## config.mk

```make
export PLATFORM = sky130hd
export DESIGN_NAME = pnor_cmd_engine
export DESIGN_NICKNAME = d
export VERILOG_FILES = /design/src/rtl/pnor_pkg.sv /design/src/rtl/pnor_wr_fsm.sv /design/src/rtl/pnor_array.sv /design/src/rtl/pnor_rd_mux.sv /design/src/rtl/pnor_cmd_engine.sv
export SDC_FILE = /design/constraint.sdc
export NUM_CORES = 2
export LEC_CHECK = 0
export ABC_AREA = 1
export CORE_ASPECT_RATIO = 0.6
export CORE_MARGIN = 5
export CORE_UTILIZATION = 50
export DETAILED_ROUTE_END_ITERATION = 10
export DONT_BUFFER_PORTS = 1
export PLACE_DENSITY = 0.75
export SETUP_SLACK_MARGIN = 0.4
export SYNTH_ARGS = -nofsm -noshare
export SYNTH_HDL_FRONTEND = slang
export SYNTH_SLANG_ARGS = --single-unit
export TNS_END_PERCENT = 1
```

## constraint.sdc

```tcl
create_clock -name clk -period 5.5 [get_ports clk]
set_clock_uncertainty 0.15 [all_clocks]
set_input_delay 1.1 -clock clk [delete_from_list [all_inputs] [get_ports clk]]
set_output_delay 1.1 -clock clk [all_outputs]
set_load 0.05 [all_outputs]
```

## src/rtl/pnor_pkg.sv

```systemverilog
package pnor_pkg;

    typedef enum logic [1:0] {
        WC_IDLE = 2'd0,
        WC_ARG  = 2'd1,
        WC_DATA = 2'd2,
        WC_CONF = 2'd3
    } wc_e;

    localparam logic [7:0] OP_NULL    = 8'h00;
    localparam logic [7:0] OP_UNLOCK  = 8'h01;
    localparam logic [7:0] OP_PROG_A  = 8'h10;
    localparam logic [7:0] OP_ERASE   = 8'h20;
    localparam logic [7:0] OP_PROG_B  = 8'h40;
    localparam logic [7:0] OP_CLRST   = 8'h50;
    localparam logic [7:0] OP_LOCK    = 8'h60;
    localparam logic [7:0] OP_RDST    = 8'h70;
    localparam logic [7:0] OP_RDID    = 8'h90;
    localparam logic [7:0] OP_QUERY   = 8'h98;
    localparam logic [7:0] OP_CONFIRM = 8'hD0;
    localparam logic [7:0] OP_BUFWR   = 8'hE8;
    localparam logic [7:0] OP_ARRAY   = 8'hFF;

    localparam int ST_READY   = 7;
    localparam int ST_ERS_ERR = 5;
    localparam int ST_PRG_ERR = 4;

    localparam logic [6:0] QRY_LAST = 7'h51;

    typedef struct packed {
        wc_e        wc;
        logic [7:0] cmd;
        logic [7:0] status;
    } ctl_t;

    function automatic logic [7:0] qry_entry(input logic [6:0] off,
                                             input int unsigned nsect,
                                             input int unsigned sect_bytes,
                                             input int unsigned size_lg);
        logic [7:0] v;
        case (off)
            7'h10: v = 8'h51;
            7'h11: v = 8'h52;
            7'h12: v = 8'h59;
            7'h13: v = 8'h01;
            7'h15: v = 8'h31;
            7'h1B: v = 8'h45;
            7'h1C: v = 8'h55;
            7'h1F: v = 8'h07;
            7'h20: v = 8'h07;
            7'h21: v = 8'h0A;
            7'h23: v = 8'h04;
            7'h24: v = 8'h04;
            7'h25: v = 8'h04;
            7'h27: v = 8'(size_lg);
            7'h28: v = 8'h01;
            7'h2A: v = 8'h05;
            7'h2C: v = 8'h01;
            7'h2D: v = 8'(nsect - 1);
            7'h2E: v = 8'((nsect - 1) >> 8);
            7'h2F: v = 8'(sect_bytes >> 8);
            7'h30: v = 8'(sect_bytes >> 16);
            7'h31: v = 8'h50;
            7'h32: v = 8'h52;
            7'h33: v = 8'h49;
            7'h34: v = 8'h31;
            7'h35: v = 8'h30;
            7'h3F: v = 8'h01;
            default: v = 8'h00;
        endcase
        return v;
    endfunction

    function automatic logic is_status_cmd(input logic [7:0] c);
        return (c == OP_ERASE) || (c == OP_CLRST) || (c == OP_LOCK) ||
               (c == OP_RDST)  || (c == OP_BUFWR);
    endfunction

endpackage

```

## src/rtl/pnor_wr_fsm.sv

```systemverilog
module pnor_wr_fsm
    import pnor_pkg::*;
#(
    parameter int IDX_W   = 6,
    parameter int WORD_LG = 4,
    parameter int CNT_W   = 8,
    localparam int SECT_W = IDX_W - WORD_LG
) (
    input  logic              clk,
    input  logic              rst,
    input  logic              wr_en,
    input  logic [IDX_W-1:0]  wr_idx,
    input  logic [15:0]       wr_data,
    input  logic              ro,
    output ctl_t              ctl,
    output logic              prg_en,
    output logic              ers_en,
    output logic [SECT_W-1:0] ers_sect
);
    ctl_t              cur, nxt;
    logic [CNT_W-1:0]  cnt_q, cnt_n;
    logic [SECT_W-1:0] sect_q, sect_n;
    logic              to_array;
    logic [7:0]        code;

    assign code     = wr_data[7:0];
    assign ctl      = cur;
    assign ers_sect = sect_q;

    always_comb begin
        nxt      = cur;
        cnt_n    = cnt_q;
        sect_n   = sect_q;
        prg_en   = 1'b0;
        ers_en   = 1'b0;
        to_array = 1'b0;
        if (wr_en) begin
            unique case (cur.wc)
                WC_IDLE: begin
                    case (code)
                        OP_PROG_A, OP_PROG_B, OP_LOCK, OP_QUERY: begin
                            nxt.wc  = WC_ARG;
                            nxt.cmd = code;
                        end
                        OP_ERASE: begin
                            nxt.wc  = WC_ARG;
                            nxt.cmd = code;
                            nxt.status[ST_READY] = 1'b1;
                            sect_n  = wr_idx[IDX_W-1:WORD_LG];
                        end
                        OP_BUFWR: begin
                            nxt.wc  = WC_ARG;
                            nxt.cmd = code;
                            nxt.status[ST_READY] = 1'b1;
                        end
                        OP_RDST, OP_RDID: nxt.cmd = code;
                        OP_CLRST: begin
                            nxt.status = 8'h00;
                            to_array   = 1'b1;
                        end
                        default: to_array = 1'b1;
                    endcase
                end
                WC_ARG: begin
                    case (cur.cmd)
                        OP_PROG_A, OP_PROG_B: begin
                            if (ro) nxt.status[ST_PRG_ERR] = 1'b1;
                            else    prg_en = 1'b1;
                            nxt.status[ST_READY] = 1'b1;
                            nxt.wc = WC_IDLE;
                        end
                        OP_ERASE: begin
                            if (code == OP_CONFIRM) begin
                                if (ro) nxt.status[ST_ERS_ERR] = 1'b1;
                                else    ers_en = 1'b1;
                                nxt.status[ST_READY] = 1'b1;
                                nxt.wc = WC_IDLE;
                            end else begin
                                to_array = 1'b1;
                            end
                        end
                        OP_LOCK: begin
                            if (code == OP_CONFIRM || code == OP_UNLOCK) begin
                                nxt.status[ST_READY] = 1'b1;
                                nxt.wc = WC_IDLE;
                            end else begin
                                to_array = 1'b1;
                            end
                        end
                        OP_QUERY: to_array = (code == OP_ARRAY);
                        OP_BUFWR: begin
                            cnt_n  = wr_data[CNT_W-1:0];
                            nxt.wc = WC_DATA;
                        end
                        default: to_array = 1'b1;
                    endcase
                end
                WC_DATA: begin
                    if (ro) nxt.status[ST_PRG_ERR] = 1'b1;
                    else    prg_en = 1'b1;
                    nxt.status[ST_READY] = 1'b1;
                    if (cnt_q == '0) nxt.wc = WC_CONF;
                    cnt_n = cnt_q - 1'b1;
                end
                WC_CONF: begin
                    if (code == OP_CONFIRM) begin
                        nxt.status[ST_READY] = 1'b1;
                        nxt.wc = WC_IDLE;
                    end else begin
                        to_array = 1'b1;
                    end
                end
            endcase
            if (to_array) begin
                nxt.wc  = WC_IDLE;
                nxt.cmd = OP_NULL;
            end
        end
    end

    always_ff @(posedge clk) begin
        if (rst) begin
            cur    <= '{wc: WC_IDLE, cmd: OP_NULL, status: 8'h00};
            cnt_q  <= '0;
            sect_q <= '0;
        end else begin
            cur    <= nxt;
            cnt_q  <= cnt_n;
            sect_q <= sect_n;
        end
    end
endmodule

```

## src/rtl/pnor_array.sv

```systemverilog
module pnor_array #(
    parameter int IDX_W   = 6,
    parameter int WORD_LG = 4,
    localparam int SECT_W = IDX_W - WORD_LG,
    localparam int WORDS  = 1 << IDX_W
) (
    input  logic              clk,
    input  logic              rst,
    input  logic              prg_en,
    input  logic [IDX_W-1:0]  prg_idx,
    input  logic [15:0]       prg_data,
    input  logic              ers_en,
    input  logic [SECT_W-1:0] ers_sect,
    input  logic [IDX_W-1:0]  rd_idx,
    output logic [15:0]       rd_word
);
    logic [15:0] mem [WORDS];

    assign rd_word = mem[rd_idx];

    for (genvar i = 0; i < WORDS; i++) begin : g_word
        localparam logic [IDX_W-1:0] MY_IDX = IDX_W'(i);
        always_ff @(posedge clk) begin
            if (rst) begin
                mem[i] <= 16'hFFFF;
            end else if (ers_en && MY_IDX[IDX_W-1:WORD_LG] == ers_sect) begin
                mem[i] <= 16'hFFFF;
            end else if (prg_en && prg_idx == MY_IDX) begin
                mem[i] <= prg_data;
            end
        end
    end
endmodule

```

## src/rtl/pnor_rd_mux.sv

```systemverilog
module pnor_rd_mux
    import pnor_pkg::*;
#(
    parameter logic [15:0] ID_MFR     = 16'h00A7,
    parameter logic [15:0] ID_DEV     = 16'h5C31,
    parameter int unsigned NSECT      = 4,
    parameter int unsigned SECT_BYTES = 32,
    parameter int unsigned SIZE_LG    = 7
) (
    input  logic [7:0]  cmd,
    input  logic [7:0]  status,
    input  logic [6:0]  off,
    input  logic [15:0] arr_word,
    output logic [15:0] data
);
    always_comb begin
        if (is_status_cmd(cmd)) begin
            data = {8'h00, status};
        end else if (cmd == OP_RDID) begin
            case (off)
                7'd0:    data = ID_MFR;
                7'd1:    data = ID_DEV;
                default: data = 16'h0000;
            endcase
        end else if (cmd == OP_QUERY) begin
            data = (off > QRY_LAST) ? 16'h0000
                 : {8'h00, qry_entry(off, NSECT, SECT_BYTES, SIZE_LG)};
        end else begin
            data = arr_word;
        end
    end
endmodule

```

## src/rtl/pnor_cmd_engine.sv

```systemverilog
module pnor_cmd_engine
    import pnor_pkg::*;
#(
    parameter int          SECT_LG = 2,
    parameter int          WORD_LG = 4,
    parameter int          CNT_W   = 8,
    parameter logic [15:0] ID_MFR  = 16'h00A7,
    parameter logic [15:0] ID_DEV  = 16'h5C31,
    localparam int IDX_W  = SECT_LG + WORD_LG,
    localparam int ADDR_W = (IDX_W > 7) ? IDX_W : 7
) (
    input  logic              clk,
    input  logic              rst,
    input  logic [ADDR_W-1:0] addr,
    input  logic              wr_en,
    input  logic [15:0]       wr_data,
    input  logic              rd_en,
    input  logic              ro_strap,
    output logic [15:0]       rd_data,
    output logic              rdy
);
    localparam int unsigned NSECT      = 1 << SECT_LG;
    localparam int unsigned SECT_BYTES = 2 << WORD_LG;
    localparam int unsigned SIZE_LG    = IDX_W + 1;

    ctl_t               ctl;
    logic               prg_en, ers_en;
    logic [SECT_LG-1:0] ers_sect;
    logic [15:0]        arr_word, mux_data;
    logic [IDX_W-1:0]   idx;

    assign idx = addr[IDX_W-1:0];

    pnor_wr_fsm #(.IDX_W(IDX_W), .WORD_LG(WORD_LG), .CNT_W(CNT_W)) fsm_i (
        .clk(clk), .rst(rst), .wr_en(wr_en), .wr_idx(idx), .wr_data(wr_data),
        .ro(ro_strap), .ctl(ctl), .prg_en(prg_en), .ers_en(ers_en),
        .ers_sect(ers_sect)
    );

    pnor_array #(.IDX_W(IDX_W), .WORD_LG(WORD_LG)) array_i (
        .clk(clk), .rst(rst), .prg_en(prg_en), .prg_idx(idx),
        .prg_data(wr_data), .ers_en(ers_en), .ers_sect(ers_sect),
        .rd_idx(idx), .rd_word(arr_word)
    );

    pnor_rd_mux #(.ID_MFR(ID_MFR), .ID_DEV(ID_DEV), .NSECT(NSECT),
                  .SECT_BYTES(SECT_BYTES), .SIZE_LG(SIZE_LG)) mux_i (
        .cmd(ctl.cmd), .status(ctl.status), .off(addr[6:0]),
        .arr_word(arr_word), .data(mux_data)
    );

    always_ff @(posedge clk) begin
        if (rst) begin
            rdy     <= 1'b0;
            rd_data <= 16'h0000;
        end else begin
            rdy <= rd_en | wr_en;
            if (rd_en) rd_data <= mux_data;
        end
    end
endmodule

```

==> results.cfg <==
[outcome]
status = completed

[timing]
setup_viol = 0
slew_violations = 0
worst_pin_slew_ps = 1250
hold_slack_ps = 317
rsz0062_at_grt = false
finalHoldViolCount = 0
relSlewSlack_pct = 15.9
final.min_clock_period_ps = 4350
tns_ps = 0
finalCritPeriodShare_pct = 79.0
fmax_mhz = 230

[grt]
overflow = 0
antenna_found_initial = 4
grt_pass1_wl_mm = 235
grt_start_max_net_pins = 460
grt_pass1_vias = 34400
grt_usage_pct = 30.3

[critical_path]
rr_startpoint = fsm_i.ctl[16]
start_kind = flip-flop
required_ps = 5670
path_class = flip-flop to flip-flop
reg2reg_depth = 10
worst-path-max-fanout = 34
critPathLaunch = fsm_i.ctl[16]
rrSetupSlack_ps = 1150
critPathCaptureType = flip-flop
r2r_end = array_i.mem[30][4]
arrival_ps = 4510
crit_path_end = array_i.mem[30][4]

[cts]
h-tree-depth = 3
clockBufferDepth = 3
clk-insertion-delay-late_ps = 700
cts_buffers = 91
clock-sinks = 1064
clkTransAtPathRegs_ps = 80
cts_tree = done
root_buffer = clkbuf_16
ctsResizeCount = 0
postCtsSetupBuffers = 0
postCtsHoldBufs = 0

[placed_design]
gp_congestion = 0.990
hpwl_mm = 101
io_buffer_count = 0

[synth]
ys_seq_area_share_pct = 64.4
synthFlopType = edfxtp_1
synthDistinctLibCells = 53
syn_area_sq_um = 49000
syn_avg_cell_area_sq_um = 9.81
ys_warn_count = 0
synth_edf_count = 1024
async_flop_share_pct = 0
synth-seq-cells = 1064
synthCells = 4993
syn_nets = 5035

[finish]
syn2layout_area_growth_pct = 7.51
drive_gt1_share_pct = 7.29
layout.nets = 4828
nFillCells = 8326
regArea_sq_um = 31600
multi_input_area_sq_um = 15000

[flow_run]
maxCapViolCount = 0

[routing]
vias_per_cell = 6.22
drt_iter0_drc = 7260
final_antenna_net_count = 0
wire_per_inst_um = 26.4
drc = 0
first_pass_iters = 6
via_count = 38400
wl_mm = 163

[floorplanning]
rows = 88
die_h_um = 252
dieArea_sq_um = 105000
die_x_um = 414
core_area_sq_um = 96700
start_util_pct = 50.7
pin_count = 45

[worst_hold_path]
hold_path_class = input port to flip-flop
worstHoldStart = rst

[power]
cell_internal_pwr_uw = 12900
power_frac_comb_pct = 10.3
switchingPower_uw = 4600
power_density_nw_per_um2 = 332
cellLeakagePower_uw = 0.0153
ir_worst_vdd_mv = 0.236
p_seq_share_pct = 51.6
power_frac_clock_pct = 38.0
p_sw_share_pct = 26.3
total_power_uw = 17500
-- placed cells by master, fill, tap and decap left out, types with 28 or more instances in the layout --
cell,count
o22ai_1,59
o21ai_0,405
inv_2,47
nand4_1,105
dfxtp_1,40
nor3_1,47
edfxtp_1,1024
nor2_1,630
nand3_1,193
inv_1,122
a21oi_1,89
clkbuf_16,93
nand2_1,1606
buf_4,87
o21ai_1,32
o211ai_1,28
-- how the worst min path moves through the flow --
stage | endpoint | slack (ps) | cells after the start
after global routing | fsm_i.cnt_q[7] | 300 | 1
after floorplan | fsm_i.ctl[5] | 300 | 2
after detailed placement | fsm_i.ctl[5] | 320 | 2
after global placement | fsm_i.ctl[5] | 310 | 2
final | fsm_i.cnt_q[7] | 320 | 1
after CTS | fsm_i.cnt_q[4] | 280 | 1
-- kinds of logic (layout without fill, tap and decap cells) --
group           Yosys count  count (layout)  synth area share (%)
simple gates           2658            2658                  22.5
flops                  1064            1064                  64.4
compound gates          678             678                  7.62
buf+inv                 576             440                  5.03
fa+ha+maj                14              14                 0.358
xor+xnor                  3               3                0.0537
other cells               0               2                     0
-- per-stage QoR --
step / utilization, % / worst slack (ps) / cell area (sq um) / instances
6_report: 54.5 / 1150 / 52600 / 6164
5_1_grt: 54.5 / 1120 / 52600 / 6162
4_1_cts: 54.5 / 1370 / 52600 / 6162
3_5_place_dp: 51.4 / 1250 / 49700 / 5998
3_3_place_gp: 51.4 / 1310 / 49700 / 5998
2_1_floorplan: - / 1000 / 49000 / 4993
-- state kept, by name (all words and copies together) (netlist names) --
register        flops
fsm_i.ctl          13
fsm_i.ers_sect      2
array_i.mem      1024
fsm_i.cnt_q         8
rd_data            16
rdy                 1
-- cell usage after synthesis (15+ instances only) --
cell type | instances | area share, %
dfxtp_1 | 40 | 1.6
buf_1 | 19 | 0.15
nand2_1 | 1609 | 12
a21oi_1 | 89 | 0.91
nor3_1 | 47 | 0.48
inv_1 | 128 | 0.98
o22ai_1 | 59 | 0.75
clkbuf_1 | 207 | 1.6
nor3_4 | 15 | 0.50
inv_2 | 45 | 0.34
nand4_1 | 105 | 1.3
nor2_1 | 630 | 4.8
buf_4 | 24 | 0.37
buf_2 | 142 | 1.5
o211ai_1 | 28 | 0.43
o21ai_0 | 432 | 4.4
nor2_2 | 22 | 0.28
edfxtp_1 | 1024 | 63
nand3_1 | 193 | 2.0
-- final cells by class --
class	instances	share of cell area, %
Clock buffer	111	4.55
Tap cell	1305	3.10
Timing Repair Buffer	96	1.58
Clock inverter	53	1.05
Antenna cell	2	0.00951
Sequential cell	1064	59.9
Inverter	180	1.31
Multi-Input combinational cell	3353	28.5
-- power by group through the flow --
stage | registers, uW | logic [uW] | clock network (uW)
floorplan | 9170 | 1090 | 0
global placement | 9190 | 1670 | 0
detailed placement | 9190 | 1690 | 0
CTS | 9020 | 1700 | 6610
global route | 9020 | 1890 | 6950
finish | 9020 | 1810 | 6640
-- critical path, cell delays in order, from the launching register on --
cell,delay [ps]
dfxtp_1,380
inv_1,120
ha_1,470
inv_1,440
nand2_2,220
nand4_4,430
nor2_2,290
inv_2,140
nor2_8,480
nand2_2,140
nand2_1,650
-- routing by layer --
metal  part of all wire [%]  global-route usage, %  vias up
met1                     39                   45.6    18300
met5                 0.0086                      0        -
met4                    2.7                   7.76        2
li1                       -                      -    16500
met2                     39                   38.9     3231
met3                     20                   14.3      299
No activity file was read; power rests on OpenSTA's default activity.
